## config.mk

```make
export PLATFORM = sky130hd
export DESIGN_NAME = dma_pwr_ctl
export DESIGN_NICKNAME = d
export VERILOG_FILES = /design/src/rtl/dma_pwr_pkg.sv /design/src/rtl/dma_pwr_cmd.sv /design/src/rtl/dma_pwr_fsm.sv /design/src/rtl/dma_pwr_flags.sv /design/src/rtl/dma_pwr_ctl.sv
export SDC_FILE = /design/constraint.sdc
export NUM_CORES = 1
export LEC_CHECK = 0
export BUFFER_PORTS_ARGS = -buffer_cell sky130_fd_sc_hd__buf_2
export CAP_MARGIN = 20
export CORE_ASPECT_RATIO = 0.5
export CORE_MARGIN = 4
export CORE_UTILIZATION = 41
export DETAILED_ROUTE_END_ITERATION = 10
export PLACE_DENSITY = 0.89
export SLEW_MARGIN = 20
export SYNTH_ARGS = -nofsm -noshare
export SYNTH_HDL_FRONTEND = slang
export SYNTH_SLANG_ARGS = --single-unit
```

## constraint.sdc

```tcl
create_clock -name clk -period 2.01 [get_ports clk]
set_clock_uncertainty 0.15 [all_clocks]
set_input_delay 0.201 -clock clk [delete_from_list [all_inputs] [get_ports clk]]
set_output_delay 0.201 -clock clk [all_outputs]
set_load 0.005 [all_outputs]
```

## src/rtl/dma_pwr_pkg.sv

```systemverilog
package dma_pwr_pkg;

  typedef enum logic [1:0] {
    PS_STBY  = 2'd0,
    PS_WAKE  = 2'd1,
    PS_RUN   = 2'd2,
    PS_DRAIN = 2'd3
  } pwr_state_e;

  localparam int CMD_W = 8;
  localparam logic [CMD_W-1:0] CMD_WAKE  = 8'h04;
  localparam logic [CMD_W-1:0] CMD_SLEEP = 8'h08;

  // State code returned on a command register read
  function automatic logic [CMD_W-1:0] state_code(pwr_state_e s);
    case (s)
      PS_RUN:   state_code = 8'h00;
      PS_STBY:  state_code = 8'h01;
      PS_WAKE:  state_code = 8'h02;
      default:  state_code = 8'h03;
    endcase
  endfunction

  // Core clocks run in every state but standby
  function automatic logic clocks_on(pwr_state_e s);
    clocks_on = (s != PS_STBY);
  endfunction

endpackage

```

## src/rtl/dma_pwr_cmd.sv

```systemverilog
module dma_pwr_cmd
  import dma_pwr_pkg::*;
(
  input  logic             cmd_wr,
  input  logic [CMD_W-1:0] cmd_wdata,
  input  pwr_state_e       state,
  output logic             wake_go,
  output logic             sleep_go
);

  logic is_wake_code;
  logic is_sleep_code;

  assign is_wake_code  = (cmd_wdata == CMD_WAKE);
  assign is_sleep_code = (cmd_wdata == CMD_SLEEP);

  // A command is only honoured in the state it belongs to
  assign wake_go  = cmd_wr && is_wake_code  && (state == PS_STBY);
  assign sleep_go = cmd_wr && is_sleep_code && (state == PS_RUN);

endmodule

```

## src/rtl/dma_pwr_fsm.sv

```systemverilog
module dma_pwr_fsm
  import dma_pwr_pkg::*;
(
  input  logic             clk,
  input  logic             rst_n,
  input  logic             wake_go,
  input  logic             sleep_go,
  input  logic             xfer_busy,
  input  logic             cmd_wr,
  input  logic [CMD_W-1:0] cmd_wdata,
  output pwr_state_e       state,
  output logic             stby_entry,
  output logic             clk_en,
  output logic             start_allow,
  output logic [CMD_W-1:0] cmd_rdata
);

  pwr_state_e state_nx;

  assign stby_entry = (state == PS_DRAIN) && !xfer_busy;

  always_comb begin
    state_nx = state;
    case (state)
      PS_STBY:  if (wake_go)    state_nx = PS_WAKE;
      PS_WAKE:                  state_nx = PS_RUN;
      PS_RUN:   if (sleep_go)   state_nx = PS_DRAIN;
      PS_DRAIN: if (stby_entry) state_nx = PS_STBY;
      default:                  state_nx = PS_STBY;
    endcase
  end

  always_ff @(posedge clk) begin
    if (!rst_n) state <= PS_STBY;
    else        state <= state_nx;
  end

  assign clk_en      = clocks_on(state);
  assign start_allow = (state == PS_RUN);
  assign cmd_rdata   = state_code(state);


  wake_t1_chk: assert property (@(posedge clk) disable iff (!rst_n)
    (state == PS_STBY && cmd_wr && cmd_wdata == CMD_WAKE) |=> (state == PS_WAKE));


  t1_pass_chk: assert property (@(posedge clk) disable iff (!rst_n)
    (state == PS_WAKE) |=> (state == PS_RUN && clk_en));


  t2_wait_chk: assert property (@(posedge clk) disable iff (!rst_n)
    (state == PS_DRAIN && xfer_busy) |=> (state == PS_DRAIN));


  bad_cmd_chk: assert property (@(posedge clk) disable iff (!rst_n)
    (state == PS_RUN && cmd_wr && cmd_wdata != CMD_SLEEP) |=> (state == PS_RUN));

endmodule

```

## src/rtl/dma_pwr_flags.sv

```systemverilog
module dma_pwr_flags #(
  parameter int NCH = 8
) (
  input  logic           clk,
  input  logic           rst_n,
  input  logic           upd_en,
  input  logic           stby_entry,
  input  logic           sw_int_set,
  input  logic           sw_start_set,
  input  logic           err_int_set,
  input  logic [NCH-1:0] hw_int_set,
  input  logic           mask_wr,
  input  logic [NCH-1:0] mask_wdata,
  input  logic           enb_wr,
  input  logic [NCH-1:0] enb_wdata,
  output logic           sw_int,
  output logic           sw_start,
  output logic           err_int,
  output logic [NCH-1:0] hw_int,
  output logic [NCH-1:0] req_mask,
  output logic [NCH-1:0] req_enable
);

  localparam logic [NCH-1:0] ALL_ONE = {NCH{1'b1}};

  // Single interrupt flags: entry clear beats any set
  always_ff @(posedge clk) begin
    if (!rst_n) begin
      sw_int   <= 1'b0;
      sw_start <= 1'b0;
      err_int  <= 1'b0;
    end else if (stby_entry) begin
      sw_int   <= 1'b0;
      sw_start <= 1'b0;
      err_int  <= 1'b0;
    end else if (upd_en) begin
      sw_int   <= sw_int   | sw_int_set;
      sw_start <= sw_start | sw_start_set;
      err_int  <= err_int  | err_int_set;
    end
  end

  // Per-channel state, one slice per channel
  for (genvar c = 0; c < NCH; c++) begin : g_ch
    always_ff @(posedge clk) begin
      if (!rst_n) begin
        hw_int[c]     <= 1'b0;
        req_mask[c]   <= 1'b0;
        req_enable[c] <= 1'b0;
      end else begin
        if (stby_entry)  hw_int[c] <= 1'b0;
        else if (upd_en) hw_int[c] <= hw_int[c] | hw_int_set[c];

        if (stby_entry)             req_mask[c] <= 1'b1;
        else if (upd_en && mask_wr) req_mask[c] <= mask_wdata[c];

        if (upd_en && enb_wr) req_enable[c] <= enb_wdata[c];
      end
    end
  end


  stby_side_chk: assert property (@(posedge clk) disable iff (!rst_n)
    stby_entry |=> (req_mask == ALL_ONE && hw_int == '0 && !sw_int && !sw_start && !err_int));


  stby_frozen_chk: assert property (@(posedge clk) disable iff (!rst_n)
    (!upd_en && !stby_entry) |=> ($stable(hw_int) && $stable(req_mask) && $stable(req_enable)
                                  && $stable(sw_int) && $stable(err_int)));

endmodule

```

## src/rtl/dma_pwr_ctl.sv

```systemverilog
module dma_pwr_ctl
  import dma_pwr_pkg::*;
#(
  parameter int NCH = 8
) (
  input  logic           clk,
  input  logic           rst_n,
  input  logic           cmd_wr,
  input  logic [7:0]     cmd_wdata,
  output logic [7:0]     cmd_rdata,
  input  logic           xfer_busy,
  output logic           clk_en,
  output logic           start_allow,
  input  logic           sw_int_set,
  input  logic           sw_start_set,
  input  logic           err_int_set,
  input  logic [NCH-1:0] hw_int_set,
  input  logic           mask_wr,
  input  logic [NCH-1:0] mask_wdata,
  input  logic           enb_wr,
  input  logic [NCH-1:0] enb_wdata,
  output logic           sw_int,
  output logic           sw_start,
  output logic           err_int,
  output logic [NCH-1:0] hw_int,
  output logic [NCH-1:0] req_mask,
  output logic [NCH-1:0] req_enable
);

  pwr_state_e state;
  logic       wake_go;
  logic       sleep_go;
  logic       stby_entry;

  dma_pwr_cmd u_cmd (
    .cmd_wr    (cmd_wr),
    .cmd_wdata (cmd_wdata),
    .state     (state),
    .wake_go   (wake_go),
    .sleep_go  (sleep_go)
  );

  dma_pwr_fsm u_fsm (
    .clk         (clk),
    .rst_n       (rst_n),
    .wake_go     (wake_go),
    .sleep_go    (sleep_go),
    .xfer_busy   (xfer_busy),
    .cmd_wr      (cmd_wr),
    .cmd_wdata   (cmd_wdata),
    .state       (state),
    .stby_entry  (stby_entry),
    .clk_en      (clk_en),
    .start_allow (start_allow),
    .cmd_rdata   (cmd_rdata)
  );

  dma_pwr_flags #(.NCH(NCH)) u_flags (
    .clk          (clk),
    .rst_n        (rst_n),
    .upd_en       (clk_en),
    .stby_entry   (stby_entry),
    .sw_int_set   (sw_int_set),
    .sw_start_set (sw_start_set),
    .err_int_set  (err_int_set),
    .hw_int_set   (hw_int_set),
    .mask_wr      (mask_wr),
    .mask_wdata   (mask_wdata),
    .enb_wr       (enb_wr),
    .enb_wdata    (enb_wdata),
    .sw_int       (sw_int),
    .sw_start     (sw_start),
    .err_int      (err_int),
    .hw_int       (hw_int),
    .req_mask     (req_mask),
    .req_enable   (req_enable)
  );


  start_gate_chk: assert property (@(posedge clk) disable iff (!rst_n)
    (cmd_rdata != 8'h00) |-> !start_allow);

endmodule

```

* Word level (Yosys, flattened, before mapping) *
Index checks and enable logic that the tools add are counted.
Widths: inputs -> output; s select.

operators by class
  bitwise logic cells = 12
  eq/ne operators = 8
  reduce and logical (&&, ||, !) cells = 13
  mux-type cells = 21

operators with widths
  kind                count
  $mux 1              16
  $or 1x1->1          11
  $eq 8x3->1 const B  1
  $eq 8x4->1 const B  1
  $pmux 2 s4          1
  $logic_and 1x1->1   7
  $mux 2              3
  $pmux 2 s3          1
  $eq 2x2->1 const B  2
  $ne 2x1->1 const B  2
  $reduce_bool 2->1   2
  $reduce_and 3->1    1
  $eq 2x1->1 const B  1
  $logic_not 2->1     1
  $ne 2x2->1 const B  1
  $reduce_or 2->1     1
  $logic_not 1->1     1
  $not 1->1           1

storage, ports and cells
  output and inout port bits = 37
  bits in registers = 29
  input bits = 41

* Depth between registers and ports, before layout *
Gate-level depths: netlist of the first run.

  word-level depth = 5
  gate-level depth with buffers = 6
  gate-level depth less buffers = 5

* Modules after synthesis *
From an unflattened synthesis of the first run, not the netlist that was laid out.

unflattened totals
  cell total of the unflattened synthesis = 138
  area total of the unflattened synthesis = 1,357.6 sq um

by module, submodules not included
  module         area an instance (sq um)  cells each  instances
  dma_pwr_flags  1,069.8                   102         1
  dma_pwr_fsm    247.7                     30          1
  dma_pwr_cmd    40.0                      6           1

* Least setup slack after synthesis of the first run *
No wires, ideal clock.

  path type = reg2reg
  start = register u_fsm.state[0]
  end = register u_flags.req_mask[0]
  clock period less this slack = 1.556 ns
  library setup time = 0.132 ns
  setup slack = 0.454 ns
  stages on the path, launching flop included = 7
  path buffers = 1
  arrival time = 1.274 ns
  required time = 1.728 ns
  path through = dfxtp_1 -> inv_1 -> ha_1 -> nor2b_1 -> buf_2 -> mux2i_1 -> a21oi_1

between the ends
  word-level cells in the longest chain between the ends = 3

RTL lines
  element                                          RTL line                                text
  start, declared                                  dma_pwr_fsm.sv:11                       output pwr_state_e state,
  start signal, assigned                           dma_pwr_fsm.sv:35                       else state <= state_nx;
  $eq 2x2->1 or $reduce_bool 2->1 (tied branches)  dma_pwr_fsm.sv:20, dma_pwr_pkg.sv:26
  $logic_and 1x1->1, on equally long branches      dma_pwr_fsm.sv:20, dma_pwr_flags.sv:55
  $mux 1 or $reduce_bool 2->1 (tied branches)      --
  end signal, assigned by index                    dma_pwr_flags.sv:55                     else if (upd_en && mask_wr) req_mask[c] <= mask_wdata[c];
  end, declared                                    dma_pwr_flags.sv:20                     output logic [NCH-1:0] req_mask,

Several ways; a longest one is shown, not always the timed one.
A chain may end at the register's enable or synchronous reset.

* Worst setup path in the final report of the first run *
  start = register u_fsm.state[0]
  end = output port clk_en

between the ends
  word-level cells in the longest chain between the ends = 1

RTL lines
  element            RTL line           text
  $reduce_bool 2->1  dma_pwr_pkg.sv:26  clocks_on = (s != PS_STBY);
  end, declared      dma_pwr_ctl.sv:12  output logic clk_en,

Every way passes these cells.

==> results of run 1 <==
[registers in the layout, summed over array words and instances, names as in the netlist]
name                flops
u_flags.hw_int          8
u_flags.req_mask        8
u_flags.sw_start        1
u_flags.sw_int          1
u_fsm.state             2
u_flags.err_int         1
u_flags.req_enable      8
[power groups by stage]
stage	registers [mW]	clock network [mW]	logic [mW]
6_report	0.576	0.462	0.0614
5_1_grt	0.576	0.508	0.0688
4_1_cts	0.576	0.471	0.0613
3_5_place_dp	0.589	0	0.0611
3_3_place_gp	0.589	0	0.0601
2_1_floorplan	0.589	0	0.0260
[logic make-up (layout without fill, tap and decap cells)]
logic type | Yosys count | in the layout | synth area share
and+or+nand+nor | 32 | 32 | 0.137
buffers and inverters | 17 | 85 | 0.0740
DFF | 29 | 29 | 0.484
muxes | 17 | 17 | 0.142
adders and majority gates | 5 | 5 | 0.0521
AOI/OAI and AO/OA | 22 | 22 | 0.108
other | 1 | 6 | 0.00313
[cell type report]
cell class                 instances  area, µm²
fill                             229       1050
sequential                        29        581
multi-input combinational         82        549
timing repair buffer              73        370
clock buffer                       7       86.3
tap                               37       46.3
inverter                           5       18.8
[path summary, 6_finish.rpt]
kind | slack (ps) | from | endpoint
max | 280 | u_fsm.state[0]$_SDFFE_PN0P_ | clk_en
min | 20 | hw_int_set[7] | u_flags.hw_int[7]$_SDFFE_PP0N_
max reg2reg | 310 | u_fsm.state[0]$_SDFFE_PN0P_ | u_flags.req_mask[1]$_SDFFE_PN0P_
min reg2reg | 320 | u_flags.hw_int[7]$_SDFFE_PP0N_ | u_flags.hw_int[7]$_SDFFE_PP0N_
[per-layer routing]
metal  wire length (µm)  part of all wire  track usage  vias to the layer above
li1                   -                 -            -                      546
met1               1100              0.39        0.159                      465
met2               1460              0.53        0.267                       31
met3                185             0.067       0.0500                        4
met4                 37             0.013       0.0379                        0
met5                  0                 0            0                        -
[synthesized netlist by cell type, drive strengths merged]
master / count
nor2b: 2
nor3b: 1
a221oi: 1
or2: 1
clkbuf: 4
nor4: 1
ha: 5
nand2: 4
a21oi: 20
dfxtp: 29
nand2b: 2
buf: 8
conb: 1
o221ai: 1
nor2: 20
mux2i: 17
inv: 5
or4b: 1
[critical path, stage by stage (launching register included)]
cell	delay [ps]
dfxtp_1	390
inv_1	110
ha_1	280
inv_2	190
buf_2	150
[metrics by stage]
step	setup WS (ps)	instance area [µm²]	cells
floorplan	454	1220	128
global placement	393	1570	226
detailed placement	333	1570	226
CTS	286	1650	233
global route	172	1650	233
finish	281	1650	233
==> run metrics, run 1 <==
Max Freq=579 MHz; largest net degree at the start of global routing=18; Yosys reg bits=29; post-CTS setup buffers=0; yosys warns=0; synth top area cells=dfxtp_1 48%, mux2i_1 14%, a21oi_1 8.3%, nor2_1 6.3%, ha_1 5.2%; share of layout cells above drive strength 1=0.439; dominant cell type by area after synthesis=dfxtp_1; WP data required=1660 ps; Worst Hold Depth=3; Flop pwr share=0.524; Worst Path Max Fanout=12; WHS=16.6 ps; Die X=84.5 µm; combinational power share=0.056; maximum vdd ir drop=0.353 mV; Clk network pwr share=0.420; netlist area before placement=1200 µm²; sequential-to-total area share from yosys stat=0.484; Initial Util=0.444; Syn Inst Count=123; max_cap viols=0; cell row count=13; gpl congestion=0.776; post-CTS sizing=0; Layout Utilization=0.612; first-pass GRT wire length=4460 µm; Yosys top cell area share=0.484; antenna cells=0; Lkg Pwr=0.805 nW; Core Region=2700 µm²; DRT Pass-1 Iters=4; I/O pin count=78; unrepaired setup endpoints after global routing=no; clock sinks=29; worst-case reg-to-reg path depth=6; antenna violations before repair=0; Clock Path Buffers=2; Fin. Hold Viols=0; IO buf count=71; Power, Total=1.10 mW; status=completed; Slew Limit Fails=0; die area=3910 µm²; Power Density=666 nW/µm²; Setup-failing EPs final=0; most frequent cells in the layout=71 x buf_2, 29 x dfxtp_1, 20 x a21oi_1, 20 x nor2_1, 17 x mux2i_1; Cell variety after synth=20; Worst Hold Class=in2reg; syn_area_per_cell=9.76 µm²; total routed wirelength=2780 µm; vias in the first global route=998; Worst Setup Path Type=reg2out; CP Capture Type=primary output; Root Driver=clkbuf_8; clock transition at the registers of the reported paths=60 ps; Final ANT Viol Nets=0; CTS tree=built; post-DP HPWL=2280 µm; via count=1046; 1st-iter DRT viols=45; GR Util All Layers=0.142; Overflow after GRT=0; CTS HTree Levels=2; DIE HEIGHT=46.3 µm; DRC violations left=0; most common cell after layout, fill and taps aside=buf_2; CTS buffer count=5; arrival time of the worst setup path=1380 ps; post-DR wirelength/cell=11.9 µm; sw power=0.220 mW; Layout Area Growth over Synthesis=37.6%; Hold-fix buffers, CTS=0; nets=242; setup TNS=0 ps; Vias per Instance=4.49; Int Power=0.880 mW; Clk Latency, worst-skew pair=260 ps; sw frac=0.200; final period utilization=0.860; Startpoint Class=flop; fin crit period=1730 ps
Note: power is estimated with default switching activity, not from simulation.
==> run 2: changes to the inputs <==
--- a/config.mk
+++ b/config.mk
@@ -6,11 +6,12 @@
 export NUM_CORES = 1
 export LEC_CHECK = 0
 export BUFFER_PORTS_ARGS = -buffer_cell sky130_fd_sc_hd__buf_2
-export CAP_MARGIN = 20
+export CAP_MARGIN = 15
 export CORE_ASPECT_RATIO = 0.5
-export CORE_MARGIN = 4
+export CORE_MARGIN = 5
 export CORE_UTILIZATION = 41
 export DETAILED_ROUTE_END_ITERATION = 10
+export GPL_TIMING_DRIVEN = 0
 export PLACE_DENSITY = 0.89
 export SLEW_MARGIN = 20
 export SYNTH_ARGS = -nofsm -noshare
==> run 2 against run 1 <==
Net effect: sequential power hardly changed; fmax is 2.5% lower; register-to-register slack worse by 70 ps; clock power is 2% lower; combinational power is 16% higher; via count is 4.7% higher; sequential share of layout area is 1.1 points lower; first-iteration DRC count is 49% lower; critical path type is now reg2reg; critical endpoint is now u_flags.req_mask[5]$_SDFFE_PN0P_.
==> run metrics, run 2 (synthesized netlist as in run 1, its figures left out) <==
status=completed; post-CTS sizing=0; reg2reg end=u_flags.req_mask[5]$_SDFFE_PN0P_; antenna cells=0; 1st-iter DRT viols=23; Worst Path Max Fanout=8; Min-Delay Endpoint=u_flags.sw_start$_SDFFE_PP0N_; Overflow after GRT=0; crit path cell chain=inv_1 -> ha_1 -> nor2b_1 -> buf_2 -> mux2i_1 -> a21oi_1; Slew Limit Fails=0; R2R Path Start=u_fsm.state[0]$_SDFFE_PN0P_; Slowest-stage cell, CP=dfxtp_1; Lkg Pwr=0.841 nW; Fin. Hold Viols=0; post-DR wirelength/cell=12.1 µm; Root Driver=clkbuf_8; maximum vdd ir drop=0.441 mV; CTS tree=built; DRT Pass-1 Iters=4; die area=4170 µm²; Worst Hold Depth=3; DIE HEIGHT=48.3 µm; setup TNS=0 ps; Clk Latency, worst-skew pair=270 ps; antenna violations before repair=0; total routed wirelength=2940 µm; HP Start=sw_start_set; Layout Area Growth over Synthesis=41.9%; GR Util All Layers=0.132; post-DP HPWL=2410 µm; Setup-failing EPs final=0; vias in the first global route=974; Vias per Instance=4.51; CP Capture Type=flop; clock sinks=29; fin crit period=1770 ps; CP Depth=6; Placed Cells=236; most common cell after layout, fill and taps aside=buf_2; first-pass GRT wire length=4170 µm; unrepaired setup endpoints after global routing=no; largest net degree at the start of global routing=13; share of layout cells above drive strength 1=0.456; WHS=4.65 ps; most frequent cells in the layout=73 x buf_2, 29 x dfxtp_1, 20 x a21oi_1, 20 x nor2_1, 17 x mux2i_1; clock transition at the registers of the reported paths=70 ps; Hold-fix buffers, CTS=0; Core Region=2700 µm²; Buf/Inv on CP=2; DRC violations left=0; Die X=86.5 µm; R2R Setup Slk=240 ps; post-CTS setup buffers=0; final period utilization=0.882; Worst Hold Class=in2reg; Layout Utilization=0.631; Max Freq=564 MHz; Crit path largest cell delay=400 ps; Power Density=647 nW/µm²; Initial Util=0.444; gpl congestion=0.777; worst-case reg-to-reg path depth=6; Startpoint Class=flop; cell row count=13; nets=251; Final ANT Viol Nets=0; WP data required=2000 ps; Clock Path Buffers=2; Worst Setup Path Type=reg2reg; Top delay family on crit path=flip-flops; I/O pin count=78; CTS buffer count=5; Top Registers=u_flags.hw_int (8), u_flags.req_enable (8), u_flags.req_mask (8); CTS HTree Levels=2; IO buf count=71; via count=1095; final cell count without fillers=243; arrival time of the worst setup path=1760 ps; max_cap viols=0
-- run 2: cell count changes in the layout (fill, tap and decap cells not counted), sizes merged --
| cell | before | now |
|---|---|---|
| clkinvlp | 0 | 1 |
| buf | 73 | 79 |
| clkbuf | 7 | 8 |
| clkinv | 0 | 2 |
-- run 2: worst max path at each step --
stage	start	to	slack, ps
global placement	u_fsm.state[0]$_SDFFE_PN0P_	u_flags.req_mask[1]$_SDFFE_PN0P_	300
CTS	u_fsm.state[0]$_SDFFE_PN0P_	u_flags.req_mask[5]$_SDFFE_PN0P_	210
floorplan	u_fsm.state[0]$_SDFFE_PN0P_	u_flags.req_mask[0]$_SDFFE_PN0P_	450
finish	u_fsm.state[0]$_SDFFE_PN0P_	u_flags.req_mask[5]$_SDFFE_PN0P_	240
global route	u_fsm.state[1]$_SDFFE_PN0P_	u_flags.hw_int[3]$_SDFFE_PP0N_	110
detailed placement	u_fsm.state[0]$_SDFFE_PN0P_	u_flags.req_mask[5]$_SDFFE_PN0P_	230
-- run 2: cell type report --
class,count,area (µm²)
Clock inverter,3,17.5
Fill cell,237,997
Multi-Input combinational cell,82,549
Sequential cell,29,581
Buffer,11,66.3
Timing Repair Buffer,71,355
Clock buffer,5,68.8
Inverter,5,18.8
Tap cell,37,46.3
-- run 2: tightest hold or removal path, cell delays in order --
cell and delay, ps:
buf_2 70, a21oi_1 50, nor2_1 70
-- run 2: power breakdown --
part	switching (mW)	total [mW]	leakage [nW]	internal [mW]
clock	0.216	0.454	0.0439	0.238
combinational	0.0301	0.0715	0.564	0.0414
sequential	0.000501	0.576	0.233	0.576
-- run 2: metrics by stage --
step	worst slack, ps	area [µm²]	power (mW)
2_1_floorplan	454	1220	0.615
6_report	237	1700	1.10
3_5_place_dp	234	1620	0.660
5_1_grt	114	1700	1.14
4_1_cts	210	1700	1.11
3_3_place_gp	300	1620	0.658
-- run 2: metal layers --
metal | vias to the layer above | wire, µm | global-route usage
li1 | 561 | - | -
met1 | 499 | 1040 | 0.123
met2 | 33 | 1630 | 0.280
met3 | 2 | 244 | 0.0523
met4 | 0 | 19 | 0.0373
met5 | - | 0 | 0
